[config.mk]
export PLATFORM = sky130hd
export DESIGN_NAME = rtc_wave_out
export DESIGN_NICKNAME = d
export VERILOG_FILES = /design/src/rtl/rtc_wave_pkg.sv /design/src/rtl/rtc_wave_div.sv /design/src/rtl/rtc_wave_pulse.sv /design/src/rtl/rtc_wave_chan.sv /design/src/rtl/rtc_wave_out.sv
export SDC_FILE = /design/constraint.sdc
export NUM_CORES = 1
export LEC_CHECK = 0
export BUFFER_PORTS_ARGS = -buffer_cell sky130_fd_sc_hd__buf_2
export CORE_MARGIN = 2
export CORE_UTILIZATION = 53
export DETAILED_ROUTE_END_ITERATION = 7
export GPL_TIMING_DRIVEN = 0
export PLACE_DENSITY = 0.74
export RECOVER_POWER = 50
export SETUP_SLACK_MARGIN = 0.4
export SYNTH_ARGS = -nofsm -noshare
export SYNTH_HDL_FRONTEND = slang
export SYNTH_SLANG_ARGS = --single-unit
export TNS_END_PERCENT = 100
[constraint.sdc]
create_clock -name clk -period 1.95 [get_ports clk]
set_clock_uncertainty 0.2 [all_clocks]
set_input_delay 0.0975 -clock clk [delete_from_list [all_inputs] [get_ports clk]]
set_output_delay 0.0975 -clock clk [all_outputs]
set_load 0.03 [all_outputs]
[src/rtl/rtc_wave_pkg.sv]
package rtc_wave_pkg;
  typedef enum logic [2:0] {
    SRC_LOW      = 3'd0,
    SRC_SQ_1HZ   = 3'd1,
    SRC_SQ_32HZ  = 3'd2,
    SRC_SQ_64HZ  = 3'd3,
    SRC_SQ_512HZ = 3'd4,
    SRC_ALM_TOG  = 3'd5,
    SRC_ALM_COPY = 3'd6,
    SRC_PULSE    = 3'd7
  } src_e;

  localparam int NUM_SQ = 4;

  // log2 of the square-wave frequencies for select codes 1..4
  function automatic int sq_log2(input int idx);
    case (idx)
      0:       return 0;
      1:       return 5;
      2:       return 6;
      default: return 9;
    endcase
  endfunction

  // high width in slow-clock cycles, expressed as a right shift of 1024
  function automatic int high_shift(input logic [2:0] code);
    case (code)
      3'd0:    return 0;
      3'd1:    return 1;
      3'd2:    return 3;
      3'd3:    return 5;
      3'd4:    return 6;
      3'd5:    return 8;
      default: return 10;
    endcase
  endfunction
endpackage

[src/rtl/rtc_wave_div.sv]
module rtc_wave_div
  import rtc_wave_pkg::*;
#(
  parameter int DIV_W = 15
) (
  input  logic              clk,
  input  logic              rst,
  output logic [NUM_SQ-1:0] sq
);
  logic [DIV_W-1:0] cnt;

  always_ff @(posedge clk) begin
    if (rst) cnt <= '0;
    else     cnt <= cnt + 1'b1;
  end

  for (genvar i = 0; i < NUM_SQ; i++) begin : g_tap
    localparam int TAP = DIV_W - 1 - sq_log2(i);
    assign sq[i] = cnt[TAP];
  end

  // the divider advances by exactly one each cycle
  a_r2_div_step: assert property (@(posedge clk) disable iff (rst)
    1'b1 |=> cnt == $past(cnt) + 1'b1);
endmodule

[src/rtl/rtc_wave_pulse.sv]
module rtc_wave_pulse #(
  parameter int DIV_W = 15
) (
  input  logic       clk,
  input  logic       rst,
  input  logic       restart,
  input  logic [1:0] per_code,
  input  logic [2:0] high_code,
  output logic       level
);
  localparam int HI_BASE = 1024;

  logic [DIV_W-1:0] phase;
  logic [DIV_W-1:0] last;
  logic [DIV_W-1:0] width;

  always_comb begin
    last  = {DIV_W{1'b1}} >> per_code;
    width = DIV_W'(HI_BASE >> rtc_wave_pkg::high_shift(high_code));
  end

  always_ff @(posedge clk) begin
    if (rst || restart)    phase <= '0;
    else if (phase == last) phase <= '0;
    else                   phase <= phase + 1'b1;
  end

  assign level = !restart && (phase < width);

  // a restart zeroes the phase for the next cycle
  a_r7_restart_zero: assert property (@(posedge clk) disable iff (rst)
    restart |=> phase == '0);
  // without a restart the phase stays inside the period
  a_r5_in_period: assert property (@(posedge clk) disable iff (rst)
    !restart |-> phase <= last);
  // no pulse level is offered in a restart cycle
  a_r7_no_runt: assert property (@(posedge clk) disable iff (rst)
    restart |-> !level);
endmodule

[src/rtl/rtc_wave_chan.sv]
module rtc_wave_chan
  import rtc_wave_pkg::*;
(
  input  logic              clk,
  input  logic              rst,
  input  logic [2:0]        sel,
  input  logic [NUM_SQ-1:0] sq,
  input  logic              alarm,
  input  logic              rise,
  input  logic              pulse,
  output logic              wave
);
  logic tog;
  logic tog_nxt;
  logic lvl;

  always_comb begin
    tog_nxt = tog ^ (rise && sel == SRC_ALM_TOG);
    case (sel)
      SRC_SQ_1HZ:   lvl = sq[0];
      SRC_SQ_32HZ:  lvl = sq[1];
      SRC_SQ_64HZ:  lvl = sq[2];
      SRC_SQ_512HZ: lvl = sq[3];
      SRC_ALM_TOG:  lvl = tog_nxt;
      SRC_ALM_COPY: lvl = alarm;
      SRC_PULSE:    lvl = pulse;
      default:      lvl = 1'b0;
    endcase
  end

  always_ff @(posedge clk) begin
    if (rst) begin
      tog  <= 1'b0;
      wave <= 1'b0;
    end else begin
      tog  <= tog_nxt;
      wave <= lvl;
    end
  end

  // code 0 gives a low pin
  a_r1_low: assert property (@(posedge clk) disable iff (rst)
    sel == SRC_LOW |=> !wave);
  // copy mode follows the alarm one cycle later
  a_r3_copy: assert property (@(posedge clk) disable iff (rst)
    sel == SRC_ALM_COPY |=> wave == $past(alarm));
  // without a rising alarm edge the toggle state holds
  a_r4_hold: assert property (@(posedge clk) disable iff (rst)
    !rise |=> $stable(tog));
endmodule

[src/rtl/rtc_wave_out.sv]
module rtc_wave_out
  import rtc_wave_pkg::*;
#(
  parameter int DIV_W = 15
) (
  input  logic       clk,
  input  logic       rst,
  input  logic [2:0] sel_a,
  input  logic [2:0] sel_b,
  input  logic [1:0] per_code,
  input  logic [2:0] high_code,
  input  logic       alarm,
  output logic       wave_a,
  output logic       wave_b
);
  localparam int NCH = 2;

  logic [NUM_SQ-1:0] sq;
  logic [2:0]        sel_v [NCH];
  logic [NCH-1:0]    wave_v;
  logic [2:0]        sel_a_q, sel_b_q;
  logic [1:0]        per_q;
  logic              alarm_q;
  logic              rise;
  logic              restart;
  logic              pulse;

  always_ff @(posedge clk) begin
    sel_a_q <= sel_a;
    sel_b_q <= sel_b;
    per_q   <= per_code;
    alarm_q <= rst ? 1'b0 : alarm;
  end

  assign rise    = alarm && !alarm_q;
  assign restart = (sel_a != sel_a_q) || (sel_b != sel_b_q) || (per_code != per_q);
  assign sel_v[0] = sel_a;
  assign sel_v[1] = sel_b;

  rtc_wave_div #(.DIV_W(DIV_W)) u_div (
    .clk(clk), .rst(rst), .sq(sq)
  );

  rtc_wave_pulse #(.DIV_W(DIV_W)) u_pulse (
    .clk(clk), .rst(rst), .restart(restart),
    .per_code(per_code), .high_code(high_code), .level(pulse)
  );

  for (genvar i = 0; i < NCH; i++) begin : g_ch
    rtc_wave_chan u_chan (
      .clk(clk), .rst(rst), .sel(sel_v[i]), .sq(sq),
      .alarm(alarm), .rise(rise), .pulse(pulse), .wave(wave_v[i])
    );
  end

  assign wave_a = wave_v[0];
  assign wave_b = wave_v[1];

  // a select change never lets a pulse-mode pin rise
  a_r7_change_low: assert property (@(posedge clk) disable iff (rst)
    (restart && sel_a == SRC_PULSE) |=> !wave_a);
endmodule

* Yosys cells after proc, flatten, opt, wreduce, memory -nomap -nowiden
Index checks and enable logic that the tools add are counted.
** Cells by class
- $add $sub $neg :: 2
- Order comparisons :: 1
- Equality and inequality tests :: 23
- Shifts and indexed selects :: 2
- Muxes and demuxes :: 3
- Bitwise gates (word level) :: 2
- Reduce and logical (&&, ||, !) cells :: 11
** Operators with widths (number)
- 15-bit by 1-bit adder with 15-bit output, second input constant :: 2
- 3-bit equality test, second input constant :: 10
- 4-bit case mux with 6 select lines :: 1
- 3-bit by 2-bit equality test with 1-bit output, second input constant :: 6
- 15-bit equality test :: 1
- 15-bit < comparator :: 1
- 11-bit by 4-bit right shift with 15-bit output, first input constant :: 1
- 15-bit by 2-bit right shift with 15-bit output, first input constant :: 1
- 1-bit case mux with 7 select lines :: 2
- 3-bit by 1-bit equality test with 1-bit output, second input constant :: 3
- 3-bit != test :: 2
- 1-bit logical AND :: 4
- 3-bit zero test :: 1
- 1-bit logical OR :: 3
- 1-bit zero test :: 2
- 2-bit != test :: 1
- 2-bit OR reduction :: 1
- 1-bit XOR :: 2
** Storage, ports and cells
- Flip-flop bits (word level) :: 43
- Output and inout bits :: 2
- Word-level logic and storage cells :: 54

* Logic depth before layout (Yosys ltp)
Gate-level depths: netlist of the first run.
- Word-level depth :: 6
- Mapped depth :: 8
- Gate-level depth less buffers :: 8

* Cells and area by module
Synthesis of the first run repeated with hierarchy kept, for this count alone.
** Unflattened totals
- Cell total of the unflattened synthesis :: 245
- Area total of the unflattened synthesis :: 2267.2 um2
** By module, submodules not included
- rtc_wave_pulse :: instances 1, cells each 115, area an instance 1013.5 um2
- rtc_wave_div :: instances 1, cells each 74, area an instance 669.4 um2
- rtc_wave_chan :: instances 2, cells each 17, area an instance 152.6 um2
- rtc_wave_out :: instances 1, cells each 22, area an instance 279.0 um2

* Worst setup path before layout of the first run
No wires, ideal clock.
- Path type :: reg-to-reg
- Start point :: reg per_q[0]
- End point :: reg g_ch[0].u_chan.wave
- Setup time :: 75 ps
- Arrival time :: 1785 ps
- Setup slack :: -110 ps
- Stages on the path, launching flop included :: 7
- Clock period less this slack :: 2060 ps
- Cell sequence :: dfxtp_1 xnor2_1 nand3_1 or4_1 clkbuf_2 or4_1 o22ai_1
** On the way
- Longest elaborated chain between the ends :: 5
** RTL lines
- start: declaration :: line rtc_wave_out.sv:22 : logic [1:0] per_q;
- start signal: assignment :: line rtc_wave_out.sv:31 : per_q <= per_code;
- 2-bit != test :: line rtc_wave_out.sv:36 : assign restart = (sel_a != sel_a_q) || (sel_b != sel_b_q) || (per_code != per_q);
- 1-bit logical OR :: line rtc_wave_out.sv:36
- 1-bit zero test :: line rtc_wave_pulse.sv:28 : assign level = !restart && (phase < width);
- 1-bit logical AND :: line rtc_wave_pulse.sv:28
- 1-bit case mux with 7 select lines :: line rtc_wave_chan.sv:19 : case (sel)
- end signal: assignment :: line rtc_wave_chan.sv:37 : wave <= lvl;
- end: declaration :: line rtc_wave_chan.sv:11 : output logic wave
No other way between the ends.
A chain may end at the register's enable or synchronous reset.

* Worst setup path in the final report of the first run
- Start point :: reg sel_b_q[2]
- End point :: reg g_ch[0].u_chan.wave
** On the way
- Longest elaborated chain between the ends :: 6
** RTL lines
- start: declaration :: line rtc_wave_out.sv:21 : logic [2:0] sel_a_q, sel_b_q;
- start signal: assignment :: line rtc_wave_out.sv:30 : sel_b_q <= sel_b;
- 3-bit != test :: line rtc_wave_out.sv:36
- 1-bit logical OR (2 in series) :: line rtc_wave_out.sv:36
- 1-bit zero test :: line rtc_wave_pulse.sv:28
- 1-bit logical AND :: line rtc_wave_pulse.sv:28
- 1-bit case mux with 7 select lines :: line rtc_wave_chan.sv:19
No other way between the ends.

==> results of run 1 <==
-- cells in the final DEF (no fill, tap or decap), types with 3 or more instances in the layout --
cell / Yosys / routed
dfxtp_1: 43 / 33
and4_4: 0 / 3
xor2_1: 18 / 18
nor2b_1: 3 / 3
nor2_4: 0 / 4
xnor2_2: 0 / 3
xnor2_1: 18 / 15
buf_8: 0 / 3
nand3b_1: 4 / 4
nand4_1: 6 / 6
nand3_1: 12 / 11
clkbuf_8: 0 / 6
buf_4: 0 / 3
clkbuf_1: 3 / 10
nand2b_1: 3 / 3
a21oi_1: 6 / 3
mux2i_1: 4 / 4
dfxtp_2: 0 / 8
conb_1: 1 / 4
buf_2: 2 / 9
nor2_1: 28 / 23
nor3_1: 11 / 4
nand2_1: 20 / 20
ha_1: 12 / 11
nor3_2: 0 / 4
nor3_4: 0 / 3
dlygate4sd3_1: 0 / 9
-- layout make-up --
cell class | count | area, um^2
multi-input combinational | 182 | 1410
fill | 287 | 987
sequential | 43 | 878
timing repair buffer | 32 | 250
clock buffer | 6 | 82.6
tap | 48 | 60.1
buffer | 6 | 57.6
clock inverter | 2 | 16.3
-- power by group through the flow --
| stage | clock [mW] | combinational (mW) | sequential (mW) |
|---|---|---|---|
| floorplan | 0 | 0.0743 | 0.923 |
| global placement | 0 | 0.118 | 0.921 |
| detailed placement | 0 | 0.119 | 0.922 |
| CTS | 0.623 | 0.139 | 0.902 |
| global route | 0.658 | 0.161 | 0.906 |
| finish | 0.610 | 0.145 | 0.903 |
-- how the worst min path moves through the flow --
stage | depth (start not counted) | endpoint | start
3_3_place_gp | 1 | sel_a_q[1] | sel_a[1]
4_1_cts | 3 | u_pulse.phase[12] | per_code[1]
2_1_floorplan | 0 | per_q[0] | per_code[0]
5_1_grt | 3 | u_pulse.phase[12] | per_code[0]
6_report | 4 | g_ch[1].u_chan.wave | sel_b[1]
3_5_place_dp | 1 | sel_a_q[1] | sel_a[1]
-- worst register-to-register path, cell delays in order, from the launching register on --
cell and delay [ns]:
dfxtp_2 0.33, xnor2_2 0.15, nand3_2 0.11, or4_4 0.53, buf_8 0.13, or4_4 0.52
o22ai_2 0.13
-- repair_timing --
item	4_1_cts	5_1_grt
hold buffers	9	0
pin swaps	2	17
resized for setup	18	36
endpoints found under the hold margin	11	0
cloned	1	0
setup endpoints to repair	18	22
setup buffers	1	6
-- metal layers --
metal / part of all wire / GRT usage / vias to the layer above
li1: - / - / 884
met1: 0.46 / 0.274 / 860
met2: 0.49 / 0.354 / 33
met3: 0.034 / 0.0473 / 6
met4: 0.014 / 0.0842 / 0
met5: 0 / 0 / -
-- registers in the layout, summed over array words and instances (netlist names) --
register	count
u_pulse.phase	15
sel_b_q	3
g_ch.u_chan.tog	2
sel_a_q	3
per_q	2
u_div.cnt	15
alarm_q	1
g_ch.u_chan.wave	2
-- kinds of logic (layout without fill, tap and decap cells) --
logic type / after synthesis / after routing / share of synthesized area
xor gates and xnor gates: 36 / 36 / 0.150
DFF: 43 / 43 / 0.411
and+or+nand+nor: 106 / 106 / 0.260
adders and majority gates: 12 / 12 / 0.0716
buffers and inverters: 6 / 46 / 0.0125
AOI/OAI and AO/OA: 18 / 18 / 0.0531
muxes: 6 / 6 / 0.0406
other: 1 / 4 / 0.00179
==> results_dict.tcl, run 1 <==
set metrics [dict create \
    synth.distinct_cells 35 \
    die-area_mm2 0.00448 \
    grt_antenna_before_repair 0 \
    numPortBuffers 15 \
    drc 0 \
    drv_cap 0 \
    final_layout_size_suffix_gt1_frac 0.262 \
    crit_path_cell_trace "xnor2_2 -> nand3_2 -> or4_4 -> buf_8 -> or4_4 -> o22ai_2" \
    fin_hold_ws_ns 0.0685 \
    rrSetupSlack_ns -0.22 \
    syn_area_mm2 0.00210 \
    rows 22 \
    startpoint "sel_b_q[2]" \
    crit_path_max_fanout 2 \
    p_sw_uw 404 \
    cp_slowest_cell "or4_4" \
    via_per_inst 5.59 \
    cts_root_buf "clkbuf_8" \
    peakVddDrop_v 0.000575 \
    synth_edf_count 0 \
    placedCellCount 294 \
    rsz0062_at_grt "true" \
    dr.pass1.iters 4 \
    yosysMostFrequentCell "dfxtp_1" \
    ios 16 \
    yosysTopAreaCellShare 0.411 \
    crit_type "register to register" \
    layout_setup_ws_ns -0.221 \
    finalNetCount 296 \
    initial_core_util 0.560 \
    ys_async_sr_fraction 0 \
    synth-seq-cells 43 \
    startpoint_type "register" \
    synth_ff_type "dfxtp_1" \
    area_growth_pct 31.4 \
    dieHeight_um 66.9 \
    antenna_left 0 \
    synth_top_area_cell "dfxtp_1" \
    synth_seq_area_share 0.411 \
    endpoint_kind "register" \
    finalSetupTns_ns -1.28 \
    max_stage_delay_ns 0.53 \
    crit_top_cell "or4_4" \
    slew_headroom 0.650 \
    crit_family "simple AND/OR/NAND/NOR gates" \
    worstSkewPairLatency_ns 0.30 \
    diodes 0 \
    path_buf_inv 1 \
    initialDrtViolationCount 91 \
    post-route-period-util 1.11 \
    synth_common_cells "dfxtp_1 (43), nor2_1 (28), nand2_1 (20)" \
    dp_hpwl_um 2800 \
    cellPowerDensity_mw_per_mm2 602 \
    clockBufferDepth 2 \
    reg2reg_depth 6 \
    period_needed_ns 2.17 \
    status "complete, but fails checks" \
    die_w_um 66.9 \
    clkSlewWorstSetupHoldPaths_ns 0.09 \
    cts_max_level 2 \
    worstPathArrival_ns 2.20 \
    num_vias 1783 \
    r2r-end "g_ch[0].u_chan.wave" \
    netSwitchingFraction 0.244 \
    worst_ep_required_time_ns 1.98 \
    drt-total-wl_um 4730 \
    p_leak_nw 0.981 \
    synthTopCellsByArea "dfxtp_1 (41%), xnor2_1 (7.5%), xor2_1 (7.5%), ha_1 (7.2%), nor2_1 (5.0%)" \
    track_usage 0.216 \
    hold_viol 0 \
    finish.instance_area_mm2 0.00276 \
    p_total_mw 1.66 \
    place_congestion 0.808 \
    worstReg2RegStart "sel_b_q[2]" \
    cts_made_buffers 5 \
    placed_area_mm2 0.00228 \
    hp-class "input port to register" \
    slew_viol_final 0 \
    stdcell_count 319 \
    grt_overflow 0 \
    worst-path-stages 6 \
    wl_per_cell_um 14.8 \
    grt_max_degree 15 \
    pwr-share-clk 0.368 \
    p_int_mw 1.25 \
    cts_tree "done" \
    core_area_mm2 0.00374 \
    grt_pass1_vias 1635 \
    failed_checks "negative setup slack" \
    post-place-ws_ns -0.273 \
    synth_area_per_cell_um2 9.20 \
    max_freq_mhz 461 \
    worstMarginPinSlew_ns 0.511 \
    synth_warnings 0 \
    synthCells 228 \
    grt_pass1_wl_um 7260 \
    finalSetupViolCount 15 \
    power_frac_comb 0.088 \
    endpoint "g_ch[0].u_chan.wave" \
    clock_sinks 43 \
    power_frac_seq 0.545 \
    post-route-util 0.736 \
]
Power figures use the tool's default switching activity.
==> inputs of run 2 (changes only) <==
--- a/config.mk
+++ b/config.mk
@@ -13,6 +13,7 @@
 export PLACE_DENSITY = 0.74
 export RECOVER_POWER = 50
 export SETUP_SLACK_MARGIN = 0.4
+export SKIP_CTS_REPAIR_TIMING = 1
 export SYNTH_ARGS = -nofsm -noshare
 export SYNTH_HDL_FRONTEND = slang
 export SYNTH_SLANG_ARGS = --single-unit
==> run 2 against run 1 <==
  * The flow still finishes with violations (negative setup slack)
  * Register-to-register slack barely moved
  * Routed wire length fell by 6.5%
  * Clock power barely moved
  * Worst setup slack got worse by 0.0038 ns
  * Worst hold slack got worse by 0.021 ns
  * Die area did not move
  * Final cell count fell by 0.94%
  * Cell area fell by 3.5%
  * Clock-buffer cell count did not move
  * Flip-flop and latch count did not move
  * Highest routed layer unchanged
  * Sequential power barely moved
==> results_dict.tcl, run 2 (synthesis gave the netlist of run 1 again) <==
set metrics [dict create \
    grt_pass1_wl_um 6750 \
    fillers 308 \
    placed_area_mm2 0.00228 \
    endpoint "g_ch[0].u_chan.wave" \
    startpoint "sel_b_q[2]" \
    crit_path_max_fanout 2 \
    crit_type "register to register" \
    track_usage 0.200 \
    drc 0 \
    whs_path_depth 3 \
    peakVddDrop_v 0.000623 \
    rows 22 \
    drt-total-wl_um 4430 \
    post-route-period-util 1.12 \
    place_congestion 0.808 \
    area_growth_pct 26.8 \
    drv_cap 0 \
    cts_max_level 2 \
    num_vias 1737 \
    numPortBuffers 15 \
    antenna_left 0 \
    core_area_mm2 0.00374 \
    diodes 0 \
    grt_pass1_vias 1560 \
    final_layout_size_suffix_gt1_frac 0.228 \
    slew_headroom 0.658 \
    clkSlewWorstSetupHoldPaths_ns 0.08 \
    p_total_mw 1.65 \
    grt_antenna_before_repair 0 \
    cts_tree "done" \
    post-route-util 0.710 \
    via_per_inst 5.50 \
    ios 16 \
    initialDrtViolationCount 99 \
    finalSetupTns_ns -0.785 \
    p_leak_nw 0.962 \
    final_common_cell "dfxtp_1" \
    worst_ep_required_time_ns 1.98 \
    reg_top3 "u_div.cnt x15, u_pulse.phase x15" \
    endpoint_kind "register" \
    dieHeight_um 66.9 \
    drt-met1-wl_um 2150 \
    clock_sinks 43 \
    rrSetupSlack_ns -0.22 \
    hold_viol 0 \
    dr.pass1.iters 4 \
    hp-class "input port to register" \
    layout_setup_ws_ns -0.225 \
    clockBufferDepth 2 \
    rsz0062_at_grt "true" \
    max_freq_mhz 460 \
    met3_length_um 177 \
    worstSkewPairLatency_ns 0.30 \
    cts_root_buf "clkbuf_8" \
    cts_made_buffers 5 \
    worstPathArrival_ns 2.20 \
    startpoint_type "register" \
    fin_hold_ws_ns 0.0480 \
    final_cell_mix "dfxtp_1 (32), nor2_1 (28), nand2_1 (20), xor2_1 (18), xnor2_1 (15)" \
    die_w_um 66.9 \
    finalNetCount 293 \
    finish.instance_area_mm2 0.00266 \
    grt_max_degree 15 \
    wl_per_cell_um 14.0 \
    worstMarginPinSlew_ns 0.513 \
    reg2reg_depth 6 \
    initial_core_util 0.560 \
    status "complete, but fails checks" \
    dp_hpwl_um 2800 \
    wl_met2_um 2040 \
    top_layer "met4" \
    failed_checks "negative setup slack" \
    worstReg2RegStart "sel_b_q[2]" \
    slew_viol_final 0 \
    r2r-end "g_ch[0].u_chan.wave" \
    grt_overflow 0 \
    period_needed_ns 2.17 \
    finalSetupViolCount 8 \
    cellPowerDensity_mw_per_mm2 622 \
    die-area_mm2 0.00448 \
]
==> run 2: cell count changes in the layout (fill, tap and decap cells not counted), sizes merged <==
cell    before  now
buf         18   16
clkbuf      17   16
==> run 2: critical path: stages, from the launching register on <==
cell and delay, ns:
dfxtp_2 0.33, xnor2_2 0.15, nand3_2 0.11, or4_4 0.54, buf_6 0.13, or4_4 0.52, o22ai_2 0.13
==> run 2: layout make-up <==
class	count	area [um^2]	area share
sequential	43	880	0.331
timing repair buffer	29	224	0.0842
clock inverter	2	16.3	0.00612
tap	48	60.1	0.0226
clock buffer	6	82.6	0.0311
multi-input combinational	182	1350	0.509
buffer	6	43.8	0.0165
==> run 2: metrics by stage <==
| stage | worst slack (ns) | std cells |
|---|---|---|
| after global placement | -0.253 | 294 |
| after global routing | -0.270 | 316 |
| after detailed placement | -0.273 | 294 |
| final | -0.225 | 316 |
| after CTS | -0.306 | 302 |
| after floorplan | -0.0528 | 231 |
==> run 2: worst min path at each step <==
stage                      from                end  slack (ns)
finish              per_code[1]  u_pulse.phase[12]        0.05
global placement       sel_a[1]         sel_a_q[1]        0.01
floorplan           per_code[0]           per_q[0]       -0.07
CTS                    sel_a[1]         sel_a_q[1]       -0.30
global route        per_code[1]  u_pulse.phase[12]        0.06
detailed placement     sel_a[1]         sel_a_q[1]        0.01
==> run 2: routing by layer <==
layer	vias to the layer above	global-route usage
met3	6	0.0490
li1	876	-
met1	821	0.265
met5	-	0
met4	0	0.0842
met2	34	0.309
==> run 2: power breakdown <==
| group | leakage (nW) | switching [mW] | total (mW) | internal (mW) |
|---|---|---|---|---|
| logic | 0.559 | 0.0714 | 0.143 | 0.0711 |
| clock network | 0.0474 | 0.318 | 0.607 | 0.289 |
| registers | 0.355 | 0.0101 | 0.903 | 0.893 |
| total | 0.962 | 0.400 | 1.65 | 1.25 |
